### src/rtl/assoc_pkg.sv
package assoc_pkg;

  typedef enum logic [3:0] {
    OP_NOP     = 4'd0,
    OP_WRITE   = 4'd1,
    OP_READ    = 4'd2,
    OP_INVAL   = 4'd3,
    OP_LDKEY   = 4'd4,
    OP_LDMASK  = 4'd5,
    OP_LDNOW   = 4'd6,
    OP_LDPREV  = 4'd7,
    OP_FILL    = 4'd8,
    OP_CLEAR   = 4'd9,
    OP_SEARCH  = 4'd10,
    OP_AND     = 4'd11,
    OP_OR      = 4'd12,
    OP_ANDN    = 4'd13,
    OP_RDFIRST = 4'd14,
    OP_IDLE    = 4'd15
  } assocOp_e;

  typedef enum logic [1:0] {
    SEL_KEY  = 2'd0,
    SEL_MASK = 2'd1,
    SEL_NOW  = 2'd2,
    SEL_PREV = 2'd3
  } regSel_e;

  typedef enum logic [1:0] {
    COMB_NONE = 2'd0,
    COMB_AND  = 2'd1,
    COMB_OR   = 2'd2,
    COMB_ANDN = 2'd3
  } combOp_e;

  typedef struct packed {
    logic    wrWord;
    logic    invWord;
    logic    rdWord;
    logic    rdFirst;
    logic    ldKey;
    logic    ldMask;
    logic    ldNow;
    logic    ldPrev;
    logic    fillReg;
    logic    fillOnes;
    regSel_e fillSel;
    logic    search;
    combOp_e comb;
  } dpStrobe_t;

endpackage

### src/rtl/assoc_ctrl.sv
module assoc_ctrl
  import assoc_pkg::*;
(
  input  logic            clk,
  input  logic            rstN,
  input  logic            cmdValid,
  input  logic [3:0]      cmdOp,
  input  logic [1:0]      cmdSel,
  output dpStrobe_t       strobe,
  output logic            rdValid
);

  assocOp_e op;
  assign op = assocOp_e'(cmdOp);

  always_comb begin
    strobe = '0;
    strobe.fillSel = regSel_e'(cmdSel);
    strobe.comb = COMB_NONE;
    if (cmdValid) begin
      unique case (op)
        OP_WRITE:   strobe.wrWord  = 1'b1;
        OP_READ:    strobe.rdWord  = 1'b1;
        OP_INVAL:   strobe.invWord = 1'b1;
        OP_LDKEY:   strobe.ldKey   = 1'b1;
        OP_LDMASK:  strobe.ldMask  = 1'b1;
        OP_LDNOW:   strobe.ldNow   = 1'b1;
        OP_LDPREV:  strobe.ldPrev  = 1'b1;
        OP_FILL: begin
          strobe.fillReg  = 1'b1;
          strobe.fillOnes = 1'b1;
        end
        OP_CLEAR:   strobe.fillReg = 1'b1;
        OP_SEARCH:  strobe.search  = 1'b1;
        OP_AND:     strobe.comb    = COMB_AND;
        OP_OR:      strobe.comb    = COMB_OR;
        OP_ANDN:    strobe.comb    = COMB_ANDN;
        OP_RDFIRST: strobe.rdFirst = 1'b1;
        default: ;
      endcase
    end
  end

  always_ff @(posedge clk or negedge rstN) begin
    if (!rstN) rdValid <= 1'b0;
    else       rdValid <= strobe.rdWord | strobe.rdFirst;
  end

  // a read command yields a response strobe one cycle later
  a_r3_read_response: assert property (@(posedge clk) disable iff (!rstN)
    (cmdValid && (cmdOp == 4'd2 || cmdOp == 4'd14)) |=> rdValid);

  // no command means no response
  a_r12_idle_no_response: assert property (@(posedge clk) disable iff (!rstN)
    (!cmdValid) |=> !rdValid);

  // Decoder never raises two operations at once
  a_r12_single_action: assert property (@(posedge clk) disable iff (!rstN)
    $onehot0({strobe.wrWord, strobe.invWord, strobe.rdWord, strobe.rdFirst,
              strobe.ldKey, strobe.ldMask, strobe.ldNow, strobe.ldPrev,
              strobe.fillReg, strobe.search, strobe.comb != COMB_NONE}));

endmodule

### src/rtl/assoc_dpath.sv
module assoc_dpath
  import assoc_pkg::*;
#(
  parameter int NUM_WORDS = 16,
  parameter int WORD_BITS = 16,
  localparam int IDX_W = (NUM_WORDS > 1) ? $clog2(NUM_WORDS) : 1
) (
  input  logic                 clk,
  input  logic                 rstN,
  input  dpStrobe_t            strobe,
  input  logic [IDX_W-1:0]     wordAddr,
  input  logic [WORD_BITS-1:0] dataIn,
  input  logic [NUM_WORDS-1:0] vecIn,
  output logic [WORD_BITS-1:0] rdData,
  output logic                 rdHit,
  output logic [WORD_BITS-1:0] keyReg,
  output logic [WORD_BITS-1:0] maskReg,
  output logic [NUM_WORDS-1:0] nowReg,
  output logic [NUM_WORDS-1:0] prevReg,
  output logic                 anyMatch,
  output logic [IDX_W-1:0]     firstIdx
);

  logic [WORD_BITS-1:0] wordMem [NUM_WORDS];
  logic [NUM_WORDS-1:0] validVec;
  logic [NUM_WORDS-1:0] hitVec;
  logic [NUM_WORDS-1:0] combVec;

  // Per-word masked compare, all words in parallel
  for (genvar w = 0; w < NUM_WORDS; w++) begin : g_cmp
    logic [WORD_BITS-1:0] diffBits;
    assign diffBits  = (wordMem[w] ^ keyReg) & maskReg;
    assign hitVec[w] = validVec[w] & ~(|diffBits);
  end

  always_comb begin
    unique case (strobe.comb)
      COMB_AND:  combVec = nowReg & prevReg;
      COMB_OR:   combVec = nowReg | prevReg;
      COMB_ANDN: combVec = nowReg & ~prevReg;
      default:   combVec = nowReg;
    endcase
  end

  // Priority encoder: lowest set index wins
  always_comb begin
    firstIdx = '0;
    for (int k = NUM_WORDS - 1; k >= 0; k--) begin
      if (nowReg[k]) firstIdx = IDX_W'(k);
    end
  end
  assign anyMatch = |nowReg;

  // Word storage and valid flags
  always_ff @(posedge clk or negedge rstN) begin
    if (!rstN) begin
      for (int w = 0; w < NUM_WORDS; w++) wordMem[w] <= '0;
      validVec <= '0;
    end else if (strobe.wrWord) begin
      wordMem[wordAddr]  <= dataIn;
      validVec[wordAddr] <= 1'b1;
    end else if (strobe.invWord) begin
      validVec[wordAddr] <= 1'b0;
    end
  end

  // Key and mask
  always_ff @(posedge clk or negedge rstN) begin
    if (!rstN) begin
      keyReg  <= '0;
      maskReg <= '0;
    end else begin
      if (strobe.ldKey) keyReg <= dataIn;
      else if (strobe.fillReg && strobe.fillSel == SEL_KEY)
        keyReg <= strobe.fillOnes ? '1 : '0;
      if (strobe.ldMask) maskReg <= dataIn;
      else if (strobe.fillReg && strobe.fillSel == SEL_MASK)
        maskReg <= strobe.fillOnes ? '1 : '0;
    end
  end

  // Current and previous match vectors
  always_ff @(posedge clk or negedge rstN) begin
    if (!rstN) begin
      nowReg  <= '0;
      prevReg <= '0;
    end else begin
      if (strobe.search) begin
        nowReg  <= hitVec;
        prevReg <= nowReg;
      end else begin
        if (strobe.comb != COMB_NONE) nowReg <= combVec;
        else if (strobe.ldNow) nowReg <= vecIn;
        else if (strobe.fillReg && strobe.fillSel == SEL_NOW)
          nowReg <= strobe.fillOnes ? '1 : '0;
        if (strobe.ldPrev) prevReg <= vecIn;
        else if (strobe.fillReg && strobe.fillSel == SEL_PREV)
          prevReg <= strobe.fillOnes ? '1 : '0;
      end
    end
  end

  // Read response
  always_ff @(posedge clk or negedge rstN) begin
    if (!rstN) begin
      rdData <= '0;
      rdHit  <= 1'b0;
    end else if (strobe.rdWord) begin
      rdData <= wordMem[wordAddr];
      rdHit  <= validVec[wordAddr];
    end else if (strobe.rdFirst) begin
      rdData <= anyMatch ? wordMem[firstIdx] : '0;
      rdHit  <= anyMatch;
    end
  end

  // search shifts the old current vector into the previous one
  a_r7_prev_takes_now: assert property (@(posedge clk) disable iff (!rstN)
    strobe.search |=> prevReg == $past(nowReg));

  // invalid words never show up in a search result
  a_r8_invalid_never_hits: assert property (@(posedge clk) disable iff (!rstN)
    strobe.search |=> (nowReg & ~$past(validVec)) == '0);

  // AND combine can only drop bits; combines leave previous intact
  a_r9_and_shrinks: assert property (@(posedge clk) disable iff (!rstN)
    (strobe.comb == COMB_AND) |=> (nowReg & ~$past(nowReg)) == '0);
  a_r9_prev_stable: assert property (@(posedge clk) disable iff (!rstN)
    (strobe.comb != COMB_NONE) |=> $stable(prevReg));

  // reported index is set and nothing below it is
  a_r10_first_lowest: assert property (@(posedge clk) disable iff (!rstN)
    anyMatch |-> (nowReg[firstIdx] &&
                  ((nowReg & ((NUM_WORDS'(1) << firstIdx) - NUM_WORDS'(1))) == '0)));
  a_r10_none_zero: assert property (@(posedge clk) disable iff (!rstN)
    !anyMatch |-> (firstIdx == '0 && nowReg == '0));

  // a written word becomes valid
  a_r2_write_valid: assert property (@(posedge clk) disable iff (!rstN)
    strobe.wrWord |=> validVec[$past(wordAddr)]);

endmodule

### src/rtl/assoc_match_array.sv
module assoc_match_array
  import assoc_pkg::*;
#(
  parameter int NUM_WORDS = 16,
  parameter int WORD_BITS = 16,
  localparam int IDX_W = (NUM_WORDS > 1) ? $clog2(NUM_WORDS) : 1
) (
  input  logic                 clk,
  input  logic                 rstN,
  input  logic                 cmdValid,
  input  logic [3:0]           cmdOp,
  input  logic [IDX_W-1:0]     cmdAddr,
  input  logic [WORD_BITS-1:0] cmdData,
  input  logic [NUM_WORDS-1:0] cmdVec,
  output logic                 rdValid,
  output logic [WORD_BITS-1:0] rdData,
  output logic                 rdHit,
  output logic [WORD_BITS-1:0] compareKey,
  output logic [WORD_BITS-1:0] compareMask,
  output logic [NUM_WORDS-1:0] matchNow,
  output logic [NUM_WORDS-1:0] matchPrev,
  output logic                 anyMatch,
  output logic [IDX_W-1:0]     firstIdx
);

  dpStrobe_t  strobe;
  logic [1:0] regSel;

  if (IDX_W >= 2) begin : g_sel_wide
    assign regSel = cmdAddr[1:0];
  end else begin : g_sel_narrow
    assign regSel = {1'b0, cmdAddr[0]};
  end

  assoc_ctrl u_ctrl (
    .clk      (clk),
    .rstN     (rstN),
    .cmdValid (cmdValid),
    .cmdOp    (cmdOp),
    .cmdSel   (regSel),
    .strobe   (strobe),
    .rdValid  (rdValid)
  );

  assoc_dpath #(
    .NUM_WORDS (NUM_WORDS),
    .WORD_BITS (WORD_BITS)
  ) u_dpath (
    .clk      (clk),
    .rstN     (rstN),
    .strobe   (strobe),
    .wordAddr (cmdAddr),
    .dataIn   (cmdData),
    .vecIn    (cmdVec),
    .rdData   (rdData),
    .rdHit    (rdHit),
    .keyReg   (compareKey),
    .maskReg  (compareMask),
    .nowReg   (matchNow),
    .prevReg  (matchPrev),
    .anyMatch (anyMatch),
    .firstIdx (firstIdx)
  );

endmodule

### config.mk
export PLATFORM = sky130hd
export DESIGN_NAME = assoc_match_array
export DESIGN_NICKNAME = d
export VERILOG_FILES = /design/src/rtl/assoc_pkg.sv /design/src/rtl/assoc_ctrl.sv /design/src/rtl/assoc_dpath.sv /design/src/rtl/assoc_match_array.sv
export SDC_FILE = /design/constraint.sdc
export NUM_CORES = 1
export LEC_CHECK = 0
export BUFFER_PORTS_ARGS = -buffer_cell sky130_fd_sc_hd__buf_2
export CELL_PAD_IN_SITES_DETAIL_PLACEMENT = 1
export CELL_PAD_IN_SITES_GLOBAL_PLACEMENT = 2
export CORE_UTILIZATION = 32
export CTS_BUF_LIST = sky130_fd_sc_hd__clkbuf_2
export DETAILED_ROUTE_END_ITERATION = 7
export HOLD_SLACK_MARGIN = 0.05
export PLACE_DENSITY = 0.78
export SLEW_MARGIN = 20
export SYNTH_ARGS = -nofsm -noshare
export SYNTH_HDL_FRONTEND = slang
export SYNTH_SLANG_ARGS = --single-unit
### constraint.sdc
create_clock -name clk -period 6.4 [get_ports clk]
set_input_delay 0.64 -clock clk [delete_from_list [all_inputs] [get_ports clk]]
set_output_delay 0.64 -clock clk [all_outputs]
set_load 0.02 [all_outputs]
Word-level counts from Yosys, hierarchy flattened --
Cells that the tools add are included.
Cells by class: add/sub/neg operators 0, multiply operators 0, div/mod/pow operators 0, $lt $le $gt $ge 5, equal/unequal tests 21, shift-type cells 0, mux-type cells 63, bitwise logic cells 74, reduce and logical (&&, ||, !) cells 33
Operators by type and width (number):
- $mux W16 | 22
- $and A16 B16 Y16 | 19
- $reduce_or A16 Y1 | 17
- $bwmux W256 | 1
- $xor A16 B16 Y16 | 16
- $bmux W16 S4 | 2
- $demux W16 S4 | 1
- $mux W4 | 16
- $pmux W16 S3 | 1
- $not A16 Y16 | 2
- $or A16 B16 Y16 | 2
- $eq A4 B4 Y1 const B | 7
- $and A1 B1 Y1 | 16
- $eq A4 B3 Y1 const B | 4
- $not A1 Y1 | 16
- $mux W1 | 15
- $ge A5 B5 Y1 const B | 2
- $mux W10 | 1
- $not A4 Y5 | 2
- $reduce_bool A2 Y1 | 5
- $eq A2 B2 Y1 const B | 4
- $eq A4 B2 Y1 const B | 2
- $logic_and A1 B1 Y1 | 6
- $pmux W2 S3 | 1
- other kinds (15) | 16
Word-level totals: register bits after elaboration 354, latch bits 0, bits in writable memories 0, memory bits (read-only) 0, bits of input ports 43, output and inout port bits 87, word-level logic and storage cells 220, memories kept 0

Logic depth before layout (Yosys ltp) --
word-level depth 23, mapped depth 11, mapped depth without buffers 8

Hierarchy --
From an unflattened synthesis, not the netlist that was laid out.
Unflattened totals: cell total of the unflattened synthesis 2018, area, all modules 22649.2 um2
Modules (own cells, without submodules):
- assoc_dpath | instances 1, cells each 1990, area an instance 22465.3 um2, seq. area each 8833.5 um2
- assoc_ctrl | instances 1, cells each 28, area an instance 183.9 um2, seq. area each 25.0 um2

Worst setup path before layout --
Ideal clock, no wire load.
path kind reg-to-output, from register u_dpath.nowReg[5], to output port firstIdx[1], arrival 1.994 ns, required time 5.760 ns, path slack 3.766 ns, stages on the path, launching flop included 8, buffers on the path 3, cell sequence dfrtp_1 buf_2 or4_1 o32ai_1 a21oi_2 clkinv_1 buf_2 buf_2
On the way: longest elaborated chain between the ends 6
RTL lines:
- from (decl) | line assoc_dpath.sv:18 | output logic [NUM_WORDS-1:0] nowReg,
- from (signal assigned) | line assoc_dpath.sv:89 | nowReg <= hitVec;
- from (signal assigned) | line assoc_dpath.sv:92 | if (strobe.comb != COMB_NONE) nowReg <= combVec;
- from (signal assigned) | line assoc_dpath.sv:93 | else if (strobe.ldNow) nowReg <= vecIn;
- $mux W4 (6 in a row) | line assoc_dpath.sv:49 | if (nowReg[k]) firstIdx = IDX_W'(k);
- to (decl) | line assoc_match_array.sv:23 | output logic [IDX_W-1:0] firstIdx
No other way between the ends.

Worst setup path after layout --
from register u_dpath.nowReg[4], to output port firstIdx[0]
On the way: longest elaborated chain between the ends 5
RTL lines (line):
- $mux W4 (5 in a row) | assoc_dpath.sv:49
No other way between the ends.

==> flow_metrics.tcl <==
set metrics [dict create \
    r2r_end "u_dpath.rdData[12]" \
    wl_per_cell_microns 32.3 \
    hp-class "in -> reg" \
    holdWs_ns 0.202 \
    wl_microns 109000 \
    setup_violations 0 \
    leakage_uw 0.0125 \
    gp_congestion 0.975 \
    overflow 0 \
    fillers 7931 \
    grt_util_all_layers 0.294 \
    cts_resized 0 \
    r2r-start "u_dpath.nowReg[4]" \
    slew_viol_final 0 \
    finish.utilization 0.367 \
    seqPwrFrac 0.377 \
    rsz0062_at_grt "false" \
    p_int_uw 3990 \
    fin_cells 3360 \
    pwr-share-comb 0.379 \
    crit_path_end_kind "primary output" \
    ff_latch_area_sq_um 8860 \
    ys_types 62 \
    layout-drive-gt1-share 0.295 \
    worst_pin_slew_ns 1.21 \
    cts.sinks 354 \
    fmax_mhz 213 \
    synth_cells 2231 \
    r2r_cells 10 \
    skew_ns 0.106 \
    post-route-min-period_ns 4.70 \
    r2r_setup_slack_ns 2.25 \
    dp_cells 3134 \
    fin_crit_sh 0.734 \
    multi_input_area_sq_um 13200 \
    synth_area_per_cell_sq_um 10.3 \
    start_util 0.326 \
    swShare 0.469 \
    clk_pin_slew_ns 0.10 \
    die_h_microns 270 \
    hold_viol_final 0 \
    slowest_stage "o21a_2" \
    first_global_vias 21700 \
    finalSetupTns_ns 0 \
    synth_nets 2274 \
    die_w_microns 270 \
    num_vias 21300 \
    cts_buffers 101 \
    clockBufferDepth 3 \
    io_pins 130 \
    crit_arrival_ns 4.06 \
    grt_max_degree 158 \
    port_buffers 129 \
    fp-row-count 97 \
    clockRootBuffer "clkbuf_2" \
    syn_to_final_growth_pct 12.5 \
    status "finished clean" \
    max-vdd-ir-drop_uv 137 \
    required_ns 5.76 \
    power.density_nw_per_um2 291 \
    setup.worst_path.class "reg -> out" \
    drt-pass1-iter-count 7 \
    crit_cells 7 \
    cts_tree "done" \
    vias_per_cell 6.35 \
    p_clk_frac 0.244 \
    crit_start "u_dpath.nowReg[4]" \
    crit_buf_inv 3 \
    dieArea_sq_um 72900 \
    yosys_most_used_dff "dfrtp_1" \
    hpwlAfterDp_microns 72200 \
    cts_max_level 3 \
    final_antenna_net_count 0 \
    crit_end "firstIdx[0]" \
    drt_iter0_markers 2447 \
    timing.slew.headroom 0.193 \
    synth_area_sq_um 23000 \
    nets 2378 \
    drc_errors 0 \
    cap_violations 0 \
    critPathTopFamily "compound AO/OA/AOI/OAI gates" \
    clk_latency_ns 1.27 \
    max_stage_delay_ns 0.70 \
    worstPathMaxFanout 26 \
    p_sw_uw 3530 \
    antenna_found_initial 9 \
    ys_seq_area_frac 0.386 \
    synth_seq_cells 354 \
    core_sq_um 70500 \
    power_uw 7510 \
    cp_cell_sequence "or3_1, a221oi_2, o21a_2, nor2_1, buf_4, inv_2, buf_2" \
    start_kind "register" \
    synth_edf_count 0 \
    grt_pass1_wl_microns 157000 \
    ys.warnings.count 0 \
    async_reset_ff_frac 1.00 \
]
-- state kept, by name, summed over array words and instances (netlist names), named ones only --
signal and cells:
u_dpath.prevReg 16, u_dpath.maskReg 16, u_dpath.wordMem 256, u_dpath.rdData 16, u_dpath.keyReg 16, u_dpath.nowReg 16, u_dpath.rdHit 1, u_ctrl.rdValid 1
-- power by group through the flow --
| stage | Combinational (uW) | Sequential (uW) | Clock, uW |
|---|---|---|---|
| 4_1_cts | 2760 | 2820 | 1870 |
| 5_1_grt | 2930 | 2850 | 1980 |
| 3_3_place_gp | 2700 | 2840 | 0 |
| 3_5_place_dp | 2730 | 2860 | 0 |
| 6_report | 2850 | 2830 | 1830 |
| 2_1_floorplan | 1520 | 2790 | 0 |
-- per-stage QoR --
stage	cell area (sq um)	setup WS (ns)
after floorplan	23000	3.77
after global placement	24500	2.47
after detailed placement	24500	2.31
after CTS	25800	1.71
after global routing	25800	1.55
final	25900	1.70
-- cells by family (layout without fill, tap and decap cells) --
logic type	Yosys count	in the layout	synth area share
AND/OR/NAND/NOR	513	513	0.116
AO/OA/AOI/OAI	496	496	0.148
multiplexers	356	356	0.208
flip-flops	354	354	0.386
XOR/XNOR	258	258	0.0984
buffers and inverters	254	437	0.0441
other	0	6	0
-- worst min path at each step --
stage | startpoint | slack, ns | to | cells past startpoint
2_1_floorplan | rstN | 0.34 | asynchronous set/reset pin | 0
3_3_place_gp | u_dpath.maskReg[14] | 0.50 | u_dpath.maskReg[14] | 2
3_5_place_dp | u_dpath.maskReg[14] | 0.52 | u_dpath.maskReg[14] | 2
4_1_cts | cmdAddr[2] | 0.12 | register | 4
5_1_grt | cmdAddr[2] | 0.16 | register | 4
6_report | cmdAddr[2] | 0.20 | register | 4
-- cells in the final DEF, fill, tap and decap left out, types with 37 or more instances in the layout --
cell           instances
dfrtp_1              354
mux2_2               257
xor2_1               257
clkbuf_2             157
buf_2                126
nand2_1              122
nand3_1              120
a21oi_1              110
o21ai_0               78
mux4_2                71
buf_4                 61
nor2_1                55
nand4_1               50
a221oi_1              50
and3_1                48
o22ai_1               46
dlygate4sd3_1         38
a211oi_1              37
a22o_1                37
-- synth_stat cells (all sizes together), types with 3 or more instances --
cell type,number,share of area
mux4,71,0.070
mux2,257,0.13
o211a,10,0.0044
nor2,57,0.0093
a22oi,32,0.010
or4,21,0.0069
mux2i,28,0.012
nand4,50,0.014
o22a,11,0.0042
a221oi,51,0.020
nor3,24,0.0068
a21o,3,0.00098
xor2,257,0.098
nor2b,19,0.0052
buf,56,0.012
o22ai,46,0.013
and4,3,0.0011
a2111oi,5,0.0019
a22o,37,0.014
o211ai,11,0.0036
nand3,121,0.026
a221o,3,0.0013
a31oi,4,0.0011
nand2,127,0.021
nand2b,14,0.0039
dfrtp,354,0.39
o21ai,82,0.018
a21oi,112,0.025
o31ai,16,0.0052
a211oi,37,0.012
inv,25,0.0041
and3,48,0.013
or3,6,0.0016
nand4b,11,0.0042
clkbuf,172,0.028
o311ai,26,0.0099
nor4,4,0.0011
-- metal layers --
layer	GRT usage	part of all wire
met2	0.448	0.44
met4	0.166	0.064
met5	0	0.00040
met1	0.372	0.40
met3	0.0847	0.096
-- timing repair --
action | CTS | global route
endpoints found under the hold margin | 399 | 0
hold buffers | 38 | 0
setup buffers | 0 | 0
-- worst register-to-register path: stages (launching register included) --
cell and delay [ns]:
dfrtp_1 0.49, or3_1 0.41, a221oi_2 0.29, o21a_2 0.71
nor2_1 0.11, buf_4 0.24, inv_2 0.34, buf_4 0.45
o311ai_1 0.16, or4_1 0.58, o31ai_1 0.30
-- area by class of cell --
cell class | instances | area share
multi-input cells | 1623 | 0.511
flip-flops and latches | 354 | 0.343
repair buffers | 229 | 0.0595
well taps | 940 | 0.0455
clock buffers | 157 | 0.0304
clock inverters | 25 | 0.00620
inverters | 26 | 0.00378
diodes | 6 | 0.000581
No activity file was read; power rests on OpenSTA's default activity.
